<file path="config.mk">
export PLATFORM = sky130hd
export DESIGN_NAME = pic8_ctrl
export DESIGN_NICKNAME = d
export VERILOG_FILES = /design/src/rtl/pic8_pkg.sv /design/src/rtl/pic8_cfg.sv /design/src/rtl/pic8_reqs.sv /design/src/rtl/pic8_resolve.sv /design/src/rtl/pic8_ctrl.sv
export SDC_FILE = /design/constraint.sdc
export NUM_CORES = 1
export LEC_CHECK = 0
export CAP_MARGIN = 15
export CORE_MARGIN = 1.5
export CORE_UTILIZATION = 60
export CTS_CLUSTER_SIZE = 40
export DETAILED_ROUTE_END_ITERATION = 10
export DONT_BUFFER_PORTS = 1
export MAX_ROUTING_LAYER = met4
export PLACE_DENSITY = 0.77
export SLEW_MARGIN = 30
export SYNTH_ARGS = -nofsm -noshare
export SYNTH_HDL_FRONTEND = slang
export SYNTH_HIERARCHICAL = 1
export SYNTH_SLANG_ARGS = --single-unit
</file>
<file path="constraint.sdc">
create_clock -name clk -period 4.4 [get_ports clk]
set_clock_uncertainty 0.1 [all_clocks]
set_input_delay 0.66 -clock clk [delete_from_list [all_inputs] [get_ports clk]]
set_output_delay 0.66 -clock clk [all_outputs]
set_load 0.01 [all_outputs]
</file>
<file path="src/rtl/pic8_pkg.sv">
package pic8_pkg;

  localparam int LINES = 8;
  localparam int LW    = $clog2(LINES);

  typedef enum logic [1:0] {
    CFG_IDLE,
    CFG_BASE,
    CFG_CASC,
    CFG_MODE
  } cfg_state_e;

  // Index of the lowest set bit, or LINES when none is set.
  function automatic logic [LW:0] first_set(input logic [LINES-1:0] v);
    logic [LW:0] r;
    r = LW'(0) + (LW+1)'(LINES);
    for (int i = LINES - 1; i >= 0; i--) begin
      if (v[i]) r = (LW+1)'(i);
    end
    return r;
  endfunction

  // Lines whose index is strictly below idx.
  function automatic logic [LINES-1:0] below_mask(input logic [LW:0] idx);
    logic [LINES-1:0] m;
    for (int i = 0; i < LINES; i++) begin
      m[i] = (i < int'(idx));
    end
    return m;
  endfunction

  function automatic logic [LINES-1:0] onehot(input logic [LW-1:0] idx);
    logic [LINES-1:0] m;
    m = '0;
    m[idx] = 1'b1;
    return m;
  endfunction

  function automatic logic [7:0] make_vector(input logic [7-LW:0] base,
                                             input logic [LW-1:0] lvl);
    return {base, lvl};
  endfunction

endpackage

</file>
<file path="src/rtl/pic8_cfg.sv">
module pic8_cfg
  import pic8_pkg::*;
#(
  parameter int DW = 8
) (
  input  logic          clk,
  input  logic          rst_n,
  input  logic          wr,
  input  logic          sel,
  input  logic [DW-1:0] wdata,
  output logic [DW-1:0] imr,
  output logic [7-LW:0] vec_base,
  output logic          aeoi,
  output logic          ready,
  output logic          rd_isr,
  output logic          init_start,
  output logic          eoi_spec,
  output logic [LW-1:0] eoi_idx,
  output logic          eoi_any
);

  cfg_state_e state_q;
  logic       need_casc_q, need_mode_q;
  logic       cmd_wr, dat_wr, op_sel, op_eoi;

  assign cmd_wr     = wr && !sel;
  assign dat_wr     = wr && sel;
  assign init_start = cmd_wr && wdata[4];
  assign op_sel     = cmd_wr && !wdata[4] && wdata[3];
  assign op_eoi     = cmd_wr && !wdata[4] && !wdata[3];
  assign eoi_spec   = op_eoi && (wdata[7:5] == 3'b011);
  assign eoi_any    = op_eoi && (wdata[7:5] == 3'b001);
  assign eoi_idx    = wdata[LW-1:0];

  always_ff @(posedge clk) begin
    if (!rst_n) begin
      state_q     <= CFG_IDLE;
      need_casc_q <= 1'b0;
      need_mode_q <= 1'b0;
      imr         <= '1;
      vec_base    <= '0;
      aeoi        <= 1'b0;
      ready       <= 1'b0;
      rd_isr      <= 1'b0;
    end else if (init_start) begin
      state_q     <= CFG_BASE;
      need_casc_q <= !wdata[1];
      need_mode_q <= wdata[0];
      aeoi        <= 1'b0;
      ready       <= 1'b0;
      rd_isr      <= 1'b0;
    end else begin
      if (op_sel && wdata[1]) rd_isr <= wdata[0];
      if (dat_wr) begin
        unique case (state_q)
          CFG_BASE: begin
            vec_base <= wdata[DW-1:LW];
            if (need_casc_q)      state_q <= CFG_CASC;
            else if (need_mode_q) state_q <= CFG_MODE;
            else begin
              state_q <= CFG_IDLE;
              ready   <= 1'b1;
            end
          end
          CFG_CASC: begin
            if (need_mode_q) state_q <= CFG_MODE;
            else begin
              state_q <= CFG_IDLE;
              ready   <= 1'b1;
            end
          end
          CFG_MODE: begin
            aeoi    <= wdata[1];
            state_q <= CFG_IDLE;
            ready   <= 1'b1;
          end
          default: imr <= wdata;
        endcase
      end
    end
  end

endmodule

</file>
<file path="src/rtl/pic8_reqs.sv">
module pic8_reqs
  import pic8_pkg::*;
#(
  parameter int N = LINES
) (
  input  logic         clk,
  input  logic         rst_n,
  input  logic [N-1:0] irq_in,
  input  logic [N-1:0] clr,
  input  logic         flush,
  output logic [N-1:0] irr
);

  logic [N-1:0] prev_q;
  logic [N-1:0] rise;

  assign rise = irq_in & ~prev_q;

  always_ff @(posedge clk) begin
    if (!rst_n) begin
      prev_q <= '0;
      irr    <= '0;
    end else begin
      prev_q <= irq_in;
      if (flush) irr <= '0;
      else       irr <= (irr & irq_in & ~clr) | rise;
    end
  end

endmodule

</file>
<file path="src/rtl/pic8_resolve.sv">
module pic8_resolve
  import pic8_pkg::*;
#(
  parameter int N = LINES
) (
  input  logic          clk,
  input  logic          rst_n,
  input  logic [N-1:0]  irr,
  input  logic [N-1:0]  imr,
  input  logic          aeoi,
  input  logic          ready,
  input  logic [7-LW:0] vec_base,
  input  logic          inta_req,
  input  logic          eoi_spec,
  input  logic [LW-1:0] eoi_idx,
  input  logic          eoi_any,
  input  logic          flush,
  output logic [N-1:0]  isr,
  output logic          int_out,
  output logic          inta_ack,
  output logic [7:0]    vec_out,
  output logic [N-1:0]  irr_clr,
  output logic [N-1:0]  isr_set,
  output logic [N-1:0]  eoi_clr,
  output logic          ack_hit,
  output logic          ack_spur,
  output logic [LW-1:0] ack_idx
);

  localparam logic [LW:0] NONE = (LW+1)'(N);

  logic [LW:0]  isr_top, win;
  logic [N-1:0] cand;

  assign isr_top  = first_set(isr);
  assign cand     = irr & ~imr & below_mask(isr_top);
  assign win      = first_set(cand);
  assign int_out  = ready && (win != NONE);
  assign ack_idx  = win[LW-1:0];
  assign ack_hit  = inta_req && int_out;
  assign ack_spur = inta_req && !int_out;
  assign irr_clr  = ack_hit ? onehot(ack_idx) : '0;
  assign isr_set  = (ack_hit && !aeoi) ? onehot(ack_idx) : '0;

  always_comb begin
    eoi_clr = '0;
    if (eoi_spec) eoi_clr = onehot(eoi_idx);
    else if (eoi_any && isr_top != NONE) eoi_clr = onehot(isr_top[LW-1:0]);
  end

  always_ff @(posedge clk) begin
    if (!rst_n) begin
      isr      <= '0;
      inta_ack <= 1'b0;
      vec_out  <= '0;
    end else begin
      if (flush) isr <= '0;
      else       isr <= (isr & ~eoi_clr) | isr_set;
      inta_ack <= inta_req;
      if (inta_req)
        vec_out <= make_vector(vec_base, ack_hit ? ack_idx : LW'(N - 1));
      else
        vec_out <= '0;
    end
  end

endmodule

</file>
<file path="src/rtl/pic8_ctrl.sv">
module pic8_ctrl
  import pic8_pkg::*;
#(
  parameter int DW = 8
) (
  input  logic          clk,
  input  logic          rst_n,
  input  logic          bus_wr,
  input  logic          bus_sel,
  input  logic [DW-1:0] bus_wdata,
  output logic [DW-1:0] bus_rdata,
  input  logic [DW-1:0] irq_in,
  output logic          int_out,
  input  logic          inta_req,
  output logic          inta_ack,
  output logic [7:0]    vec_out
);

  logic [DW-1:0] imr_q, irr_q, isr_q, irr_clr, isr_set, eoi_clr;
  logic [7-LW:0] vec_base;
  logic          cfg_aeoi, cfg_ready, rd_isr, init_start;
  logic          eoi_spec, eoi_any, ack_hit, ack_spur;
  logic [LW-1:0] eoi_idx, ack_idx;

  pic8_cfg #(.DW(DW)) u_cfg (
    .clk(clk), .rst_n(rst_n), .wr(bus_wr), .sel(bus_sel), .wdata(bus_wdata),
    .imr(imr_q), .vec_base(vec_base), .aeoi(cfg_aeoi), .ready(cfg_ready),
    .rd_isr(rd_isr), .init_start(init_start), .eoi_spec(eoi_spec),
    .eoi_idx(eoi_idx), .eoi_any(eoi_any)
  );

  pic8_reqs #(.N(DW)) u_reqs (
    .clk(clk), .rst_n(rst_n), .irq_in(irq_in), .clr(irr_clr),
    .flush(init_start), .irr(irr_q)
  );

  pic8_resolve #(.N(DW)) u_res (
    .clk(clk), .rst_n(rst_n), .irr(irr_q), .imr(imr_q), .aeoi(cfg_aeoi),
    .ready(cfg_ready), .vec_base(vec_base), .inta_req(inta_req),
    .eoi_spec(eoi_spec), .eoi_idx(eoi_idx), .eoi_any(eoi_any),
    .flush(init_start), .isr(isr_q), .int_out(int_out), .inta_ack(inta_ack),
    .vec_out(vec_out), .irr_clr(irr_clr), .isr_set(isr_set),
    .eoi_clr(eoi_clr), .ack_hit(ack_hit), .ack_spur(ack_spur),
    .ack_idx(ack_idx)
  );

  assign bus_rdata = bus_sel ? imr_q : (rd_isr ? isr_q : irr_q);

endmodule

</file>
==> results of run 1 <==
-- sequential cells by signal, summed over array words and instances (netlist names), 2 cells and up --
name and flops:
u_cfg/imr 8, u_res/isr 8, u_cfg/vec_base 5, u_reqs/irr 8, u_cfg/state_q 2, u_reqs/prev_q 8, u_res/vec_out 8
-- worst max-delay path by stage --
| stage | end | slack, ps | cells past startpoint |
|---|---|---|---|
| floorplan | int_out | 2110 | 5 |
| global placement | int_out | 1800 | 5 |
| detailed placement | int_out | 1800 | 5 |
| CTS | int_out | 1450 | 5 |
| global route | int_out | 1280 | 5 |
| finish | int_out | 1430 | 5 |
-- metrics by stage --
stage                     hold WS (ps)  instances  total power, mW
after floorplan                    281        318            0.576
after global placement             284        358            0.581
after CTS                          304        366            0.921
final                              302        366            0.915
after detailed placement           289        358            0.582
after global routing               290        366            0.950
-- metal layers --
metal	share of wire [%]	GRT usage, %	wire, µm	vias up
met5	0	-	0	-
met2	44	40.8	2920	112
met1	46	38.4	3060	1083
met4	1.2	8.55	81	0
met3	8.0	6.78	529	9
li1	-	-	-	1114
-- layout by cell type, fill, tap and decap left out, types with 2 or more instances in the layout --
| cell type | count |
|---|---|
| a211oi_1 | 2 |
| a211oi_2 | 2 |
| a21boi_0 | 2 |
| a21oi_1 | 19 |
| a21oi_2 | 2 |
| a31oi_1 | 3 |
| and2_1 | 11 |
| and3_1 | 5 |
| clkbuf_8 | 5 |
| dfxtp_1 | 53 |
| inv_1 | 11 |
| inv_2 | 2 |
| mux2i_1 | 19 |
| nand2_1 | 43 |
| nand2b_1 | 19 |
| nand3_1 | 3 |
| nand3b_1 | 8 |
| nand3b_2 | 2 |
| nand4_1 | 4 |
| nor2_1 | 21 |
| nor2b_1 | 5 |
| nor3_1 | 6 |
| nor3b_1 | 5 |
| nor4_1 | 2 |
| o21a_1 | 7 |
| o21ai_0 | 4 |
| o21ai_1 | 13 |
| o221a_2 | 3 |
| o22ai_1 | 5 |
| o32ai_1 | 2 |
| or2_2 | 4 |
| or4_4 | 2 |
-- power by group --
part | leakage (nW) | internal (mW) | switching [mW]
Clock | 0.0563 | 0.173 | 0.169
Sequential | 0.434 | 0.496 | 0.0133
Combinational | 0.531 | 0.0270 | 0.0366
-- critical path, cell delays in order, from the launching register on --
cell	delay, ps
dfxtp_1	410
or4_4	610
nor3b_1	420
or3_2	240
o21ai_1	110
inv_2	120
-- cell type report --
| class | count | area, µm² | share of cell area (%) |
|---|---|---|---|
| inverter | 13 | 48.8 | 1.75 |
| tap | 52 | 65.1 | 2.33 |
| clock buffer | 5 | 68.8 | 2.47 |
| multi-input combinational | 240 | 1490 | 53.6 |
| clock inverter | 3 | 48.8 | 1.75 |
| sequential | 53 | 1060 | 38.1 |
==> flow_summary.json, run 1 <==
{
  "fin_crit_ps": 2970,
  "r2r_start": "u_res/isr[3]",
  "antenna_found_initial": 0,
  "cp-end-kind": "output pin",
  "post-cts-setup-buffers": 0,
  "cts_buffers": 5,
  "floorplan.initialDensity_pct": 62.3,
  "fill_cells": 388,
  "synthCells": 318,
  "hold-path-cell-count": 1,
  "period_share_pct": 67.5,
  "clock_latency_ps": 310,
  "final_util_pct": 64.4,
  "fp.dieW_um": 70.0,
  "tightestPinTransition_ps": 677,
  "die-area_mm2": 0.00490,
  "cp_max_fo": 9,
  "status": "complete, no violations",
  "drt_wl_total_um": 6590,
  "final_layout_size_suffix_gt1_share_pct": 9.87,
  "avgRoutedWirePerCell_um": 18.0,
  "relSlewSlack_pct": 54.7,
  "hold_violations": 0,
  "slew_viol_final": 0,
  "dpl.hpwl_um": 4850,
  "tritoncts": "yes",
  "p_leak_nw": 1.02,
  "final_cell_area_mm2": 0.00279,
  "grt_pass1_wl_um": 10500,
  "ctsHtreeMaxLevel": 2,
  "critPathLaunchType": "flop",
  "ant_nets": 0,
  "r2r_cells": 9,
  "reg2reg_to": "u_reqs/irr[2]",
  "hold_buffers": 0,
  "viasPerCell": 6.33,
  "placed_cell_area_mm2": 0.00267,
  "drc_errors": 0,
  "cts-root-buf": "clkbuf_8",
  "gr-total-overflow": 0,
  "grt_pass1_vias": 2152,
  "grt_max_degree": 35,
  "cts_max_path_buffers": 2,
  "max_freq_mhz": 337,
  "worstHoldPathType": "flop to flop",
  "die_h_um": 70.0,
  "coreArea_mm2": 0.00432,
  "numClockSinks": 53,
  "firstDrtPassIters": 7,
  "crit_arrival_ps": 2210,
  "route.vias.total": 2318,
  "pre_cts_slack_ps": 1800,
  "portBuffers": 0,
  "crit_type": "flop to output pin",
  "setup-violations-final": 0,
  "vdd_drop_max_mv": 0.226,
  "tns_ps": 0,
  "crit_start": "u_res/isr[3]",
  "r2r_setup_slack_ps": 1810,
  "syn-mean-instance-area_um2": 8.47,
  "critPathRequiredTime_ps": 3640,
  "io_pins": 39,
  "antennaDiodeCount": 0,
  "ctsResizeCount": 0,
  "row_count": 24,
  "p_per_area_mw_per_mm2": 328,
  "nets": 334,
  "cts.reportedPaths.clkPinSlew_ps": 100,
  "gp_congestion": 0.952,
  "syn_to_final_growth_pct": 3.44,
  "synthesis.nets": 339,
  "netlist_area_mm2": 0.00269,
  "drt-initial-drc-count": 267,
  "holdPathEnd": "u_reqs/irr[1]",
  "max_cap_violations": 0,
  "ys_warn_count": 6,
  "rsz0062_at_grt": "no",
  "fin_ws_ps": 1430,
  "hp-start": "u_reqs/prev_q[1]",
  "track_usage_pct": 27.9
}
Power figures use the tool's default switching activity.
==> inputs of run 2 (changes only) <==
Clock period 4.4 ns to 3 ns, I/O delays scaled along.
==> run 2 against run 1 <==
Clock power up 24%; critical path depth up 1; via count shrank 2.5%; sequential share of layout area rose by 0.21 points; core utilization down 0.35 points; largest cell class unchanged.
==> flow_summary.json, run 2 (synthesis results as in run 1) <==
{
  "final_cell_area_mm2": 0.00277,
  "firstDrtPassIters": 4,
  "vdd_drop_max_mv": 0.306,
  "track_usage_pct": 29.3,
  "cts_buffers": 5,
  "viasPerCell": 6.18,
  "clkPwrFrac_pct": 33.6,
  "die_h_um": 70.0,
  "grt-busiest-layer": "met2",
  "pwr-share-comb_pct": 7.4,
  "avgRoutedWirePerCell_um": 18.1,
  "tightestPinTransition_ps": 658,
  "coreArea_mm2": 0.00432,
  "hold-path-cell-count": 1,
  "route.vias.total": 2261,
  "max_cap_violations": 0,
  "grtUsageMet3_pct": 8.37,
  "p_leak_nw": 1.02,
  "path_cells": "or4_4 > nor3_1 > nand2_1 > nand2_1 > o21ai_1 > inv_2",
  "placed_cell_area_mm2": 0.00267,
  "fill_cells": 382,
  "final_layout_size_suffix_gt1_share_pct": 9.87,
  "use_met2_pct": 42.1,
  "register_area_mm2": 0.00106,
  "slowest_delay_ps": 590,
  "grt_max_degree": 35,
  "crit_type": "flop to output pin",
  "critical_path.most_common_cell": "nand2_1",
  "status": "complete, no violations",
  "hp-start": "rst_n",
  "grt_pass1_vias": 2162,
  "antenna_found_initial": 0,
  "ctsHtreeMaxLevel": 2,
  "relSlewSlack_pct": 55.7,
  "hold_buffers": 0,
  "internal-power_uw": 941,
  "drt-initial-drc-count": 216,
  "placed_cells": 358,
  "row_count": 24,
  "worstHoldPathType": "primary input to flop",
  "slew_viol_final": 0,
  "seqPwrFrac_pct": 59.0,
  "gp_congestion": 0.944,
  "p_sw_uw": 325,
  "die-area_mm2": 0.00490,
  "ctsResizeCount": 0,
  "cp_max_fo": 9,
  "grt.met1_usage_pct": 40.3,
  "clock_latency_ps": 310,
  "portBuffers": 0,
  "hold_violations": 0,
  "finalPower_mw": 1.27,
  "nets": 334,
  "fin_crit_ps": 2680,
  "io_pins": 39,
  "fp.dieW_um": 70.0,
  "sw_frac_of_total_pct": 25.7,
  "max_freq_mhz": 374,
  "r2r_setup_slack_ps": 540,
  "r2r_cells": 10,
  "grt_pass1_wl_um": 10900,
  "post-cts-setup-buffers": 0,
  "cts-root-buf": "clkbuf_8",
  "antennaDiodeCount": 0,
  "holdPathEnd": "u_cfg/imr[5]",
  "cpMaxStageDelayCell": "or4_4",
  "r2r_start": "u_res/isr[1]",
  "reg2reg_to": "u_reqs/irr[4]",
  "p_per_area_mw_per_mm2": 457,
  "gr-total-overflow": 0,
  "cts.reportedPaths.clkPinSlew_ps": 100,
  "rsz0062_at_grt": "no",
  "drc_errors": 0,
  "final_cell_mix": "53 x dfxtp_1, 43 x nand2_1, 21 x nor2_1",
  "syn_to_final_growth_pct": 2.88,
  "crit_arrival_ps": 2130,
  "dpl.hpwl_um": 4990,
  "period_share_pct": 89.2,
  "cts_max_path_buffers": 2,
  "stdcell_count": 366,
  "numClockSinks": 53,
  "multi_input_area_mm2": 0.00149,
  "setup-violations-final": 0,
  "floorplan.initialDensity_pct": 62.3,
  "drt_wl_total_um": 6620,
  "ant_nets": 0,
  "tns_ps": 0,
  "critPathLaunchType": "flop",
  "critPathRequiredTime_ps": 2450,
  "final_common_cell": "dfxtp_1",
  "tritoncts": "yes",
  "cp-end-kind": "output pin",
  "fin_ws_ps": 325,
  "pre_cts_slack_ps": 605
}
==> run 2: how the worst max path moves through the flow <==
stage	startpoint	to	slack, ps
global placement	u_res/isr[3]	u_reqs/irr[4]	560
detailed placement	u_res/isr[3]	u_reqs/irr[4]	600
global route	u_res/isr[1]	int_out	150
CTS	u_res/isr[3]	int_out	350
floorplan	u_res/isr[3]	u_reqs/irr[2]	870
finish	u_res/isr[1]	int_out	320
==> run 2: cell type report <==
class	instances	area share (%)
clock buffers	5	2.48
clock inverters	3	1.22
inverters	13	1.76
multi-input cells	240	53.9
flip-flops and latches	53	38.3
well taps	52	2.35
==> run 2: layer usage <==
layer	wire [µm]	up-vias
met5	0	-
met4	86	0
met3	509	8
met2	2910	80
met1	3110	1054
li1	-	1119
==> run 2: through the flow <==
| step | hold WS [ps] | util (%) |
|---|---|---|
| 4_1_cts | 95.1 | 64.1 |
| 6_report | 108 | 64.1 |
| 5_1_grt | 80.0 | 64.1 |
| 2_1_floorplan | 281 | - |
| 3_5_place_dp | 291 | 61.7 |
| 3_3_place_gp | 283 | 61.7 |
==> run 2: critical path: cells and delay by family (launching register included) <==
| kind | cells | cell delay, ps |
|---|---|---|
| AND/OR/NAND/NOR | 4 | 1180 |
| flip-flops | 1 | 420 |
| buffers and inverters | 1 | 120 |
| AO/OA/AOI/OAI | 1 | 110 |
==> run 2: power by group through the flow <==
stage | Combinational (mW) | Clock, mW | Sequential [mW]
after floorplan | 0.0902 | 0 | 0.755
after global placement | 0.0916 | 0 | 0.763
after detailed placement | 0.0922 | 0 | 0.763
after CTS | 0.0931 | 0.439 | 0.747
after global routing | 0.104 | 0.469 | 0.749
final | 0.0936 | 0.425 | 0.747
==> inputs of run 3 (changes only) <==
Settings changed: RECOVER_POWER from default to 100.
==> run 3 against run 2 <==
Power increased by 0.11%; critical path type unchanged; cell area decreased by 0.27%; die area unchanged; critical endpoint unchanged; clock power about the same.
==> flow_summary.json, run 3 (synthesis results as in run 1) <==
{
  "vdd_drop_max_mv": 0.306,
  "grt_pass1_wl_um": 10900,
  "cts_buffers": 5,
  "critPathLaunchType": "flop",
  "drc_errors": 0,
  "max_freq_mhz": 369,
  "die-area_mm2": 0.00490,
  "drt-initial-drc-count": 221,
  "cts.reportedPaths.clkPinSlew_ps": 100,
  "cts_max_path_buffers": 2,
  "track_usage_pct": 29.3,
  "cp_max_fo": 9,
  "final_cell_mix": "53 x dfxtp_1, 43 x nand2_1, 21 x nor2_1",
  "placed_cells": 358,
  "cts-root-buf": "clkbuf_8",
  "relSlewSlack_pct": 54.5,
  "firstDrtPassIters": 4,
  "final_common_cell": "dfxtp_1",
  "p_per_area_mw_per_mm2": 458,
  "antennaDiodeCount": 0,
  "ctsHtreeMaxLevel": 2,
  "nets": 334,
  "setup-violations-final": 0,
  "coreArea_mm2": 0.00432,
  "period_share_pct": 90.4,
  "portBuffers": 0,
  "dpl.hpwl_um": 4990,
  "avgRoutedWirePerCell_um": 18.2,
  "final_layout_size_suffix_gt1_share_pct": 8.60,
  "crit_arrival_ps": 2160,
  "rsz0062_at_grt": "no",
  "die_h_um": 70.0,
  "tns_ps": 0,
  "ant_nets": 0,
  "syn_to_final_growth_pct": 2.60,
  "critPathRequiredTime_ps": 2450,
  "grt_max_degree": 35,
  "fp.dieW_um": 70.0,
  "post-cts-setup-buffers": 0,
  "worstHoldPathType": "primary input to flop",
  "route.vias.total": 2302,
  "slew_viol_final": 0,
  "status": "complete, no violations",
  "tightestPinTransition_ps": 681,
  "max_cap_violations": 0,
  "antenna_found_initial": 0,
  "stdcell_count": 366,
  "tritoncts": "yes",
  "grt_pass1_vias": 2162,
  "io_pins": 39,
  "drt_wl_total_um": 6670,
  "multi_input_area_mm2": 0.00149,
  "numClockSinks": 53,
  "clock_latency_ps": 310,
  "crit_type": "flop to output pin",
  "viasPerCell": 6.29,
  "hold_buffers": 0,
  "gp_congestion": 0.944,
  "row_count": 24,
  "ctsResizeCount": 0,
  "gr-total-overflow": 0,
  "fin_crit_ps": 2710,
  "p_leak_nw": 1.02,
  "cp-end-kind": "output pin",
  "register_area_mm2": 0.00106,
  "floorplan.initialDensity_pct": 62.3,
  "hold_violations": 0,
  "fill_cells": 384
}
-- run 3: area by class of cell --
class / instances / area share (%)
multi-input cells: 240 / 53.8
inverters: 13 / 1.77
clock buffers: 5 / 2.49
clock inverters: 3 / 1.22
well taps: 52 / 2.35
flip-flops and latches: 53 / 38.4
-- run 3: where the power goes --
group	switching [mW]	internal [mW]
sequential	0.0202	0.727
combinational	0.0534	0.0384
clock	0.254	0.174
-- run 3: critical path, stage by stage (launching register included) --
cell,delay (ps)
dfxtp_1,400
or4_4,600
nor3b_1,370
or3_2,220
o21ai_1,90
inv_1,170
-- run 3: metal layers --
| layer | up-vias | routed length [µm] | share of wire [%] | global-route usage [%] |
|---|---|---|---|---|
| li1 | 1111 | - | - | - |
| met5 | - | 0 | 0 | - |
| met3 | 8 | 607 | 9.1 | 8.37 |
| met2 | 95 | 2950 | 44 | 42.1 |
| met1 | 1088 | 3030 | 45 | 40.3 |
| met4 | 0 | 84 | 1.3 | 8.97 |
-- run 3: per-stage QoR --
| stage | setup WS, ps | hold WS, ps | utilization (%) | area [µm²] | power [mW] |
|---|---|---|---|---|---|
| after global placement | 559 | 283 | 61.7 | 2670 | 0.854 |
| after detailed placement | 605 | 291 | 61.7 | 2670 | 0.855 |
| final | 288 | 107 | 63.9 | 2760 | 1.27 |
| after global routing | 143 | 80.1 | 63.9 | 2760 | 1.32 |
| after floorplan | 870 | 281 | - | 2690 | 0.845 |
| after CTS | 347 | 95.1 | 64.1 | 2770 | 1.28 |
-- run 3: final timing paths --
kind | startpoint | endpoint | slack (ps) | cells past startpoint
worst max-delay path | u_res/isr[3] | int_out | 290 | 5
worst min-delay path | rst_n | u_cfg/imr[2] | 110 | 1
worst max register to register | u_res/isr[4] | u_reqs/irr[1] | 420 | 9
worst min register to register | u_reqs/prev_q[3] | u_reqs/irr[3] | 300 | 1
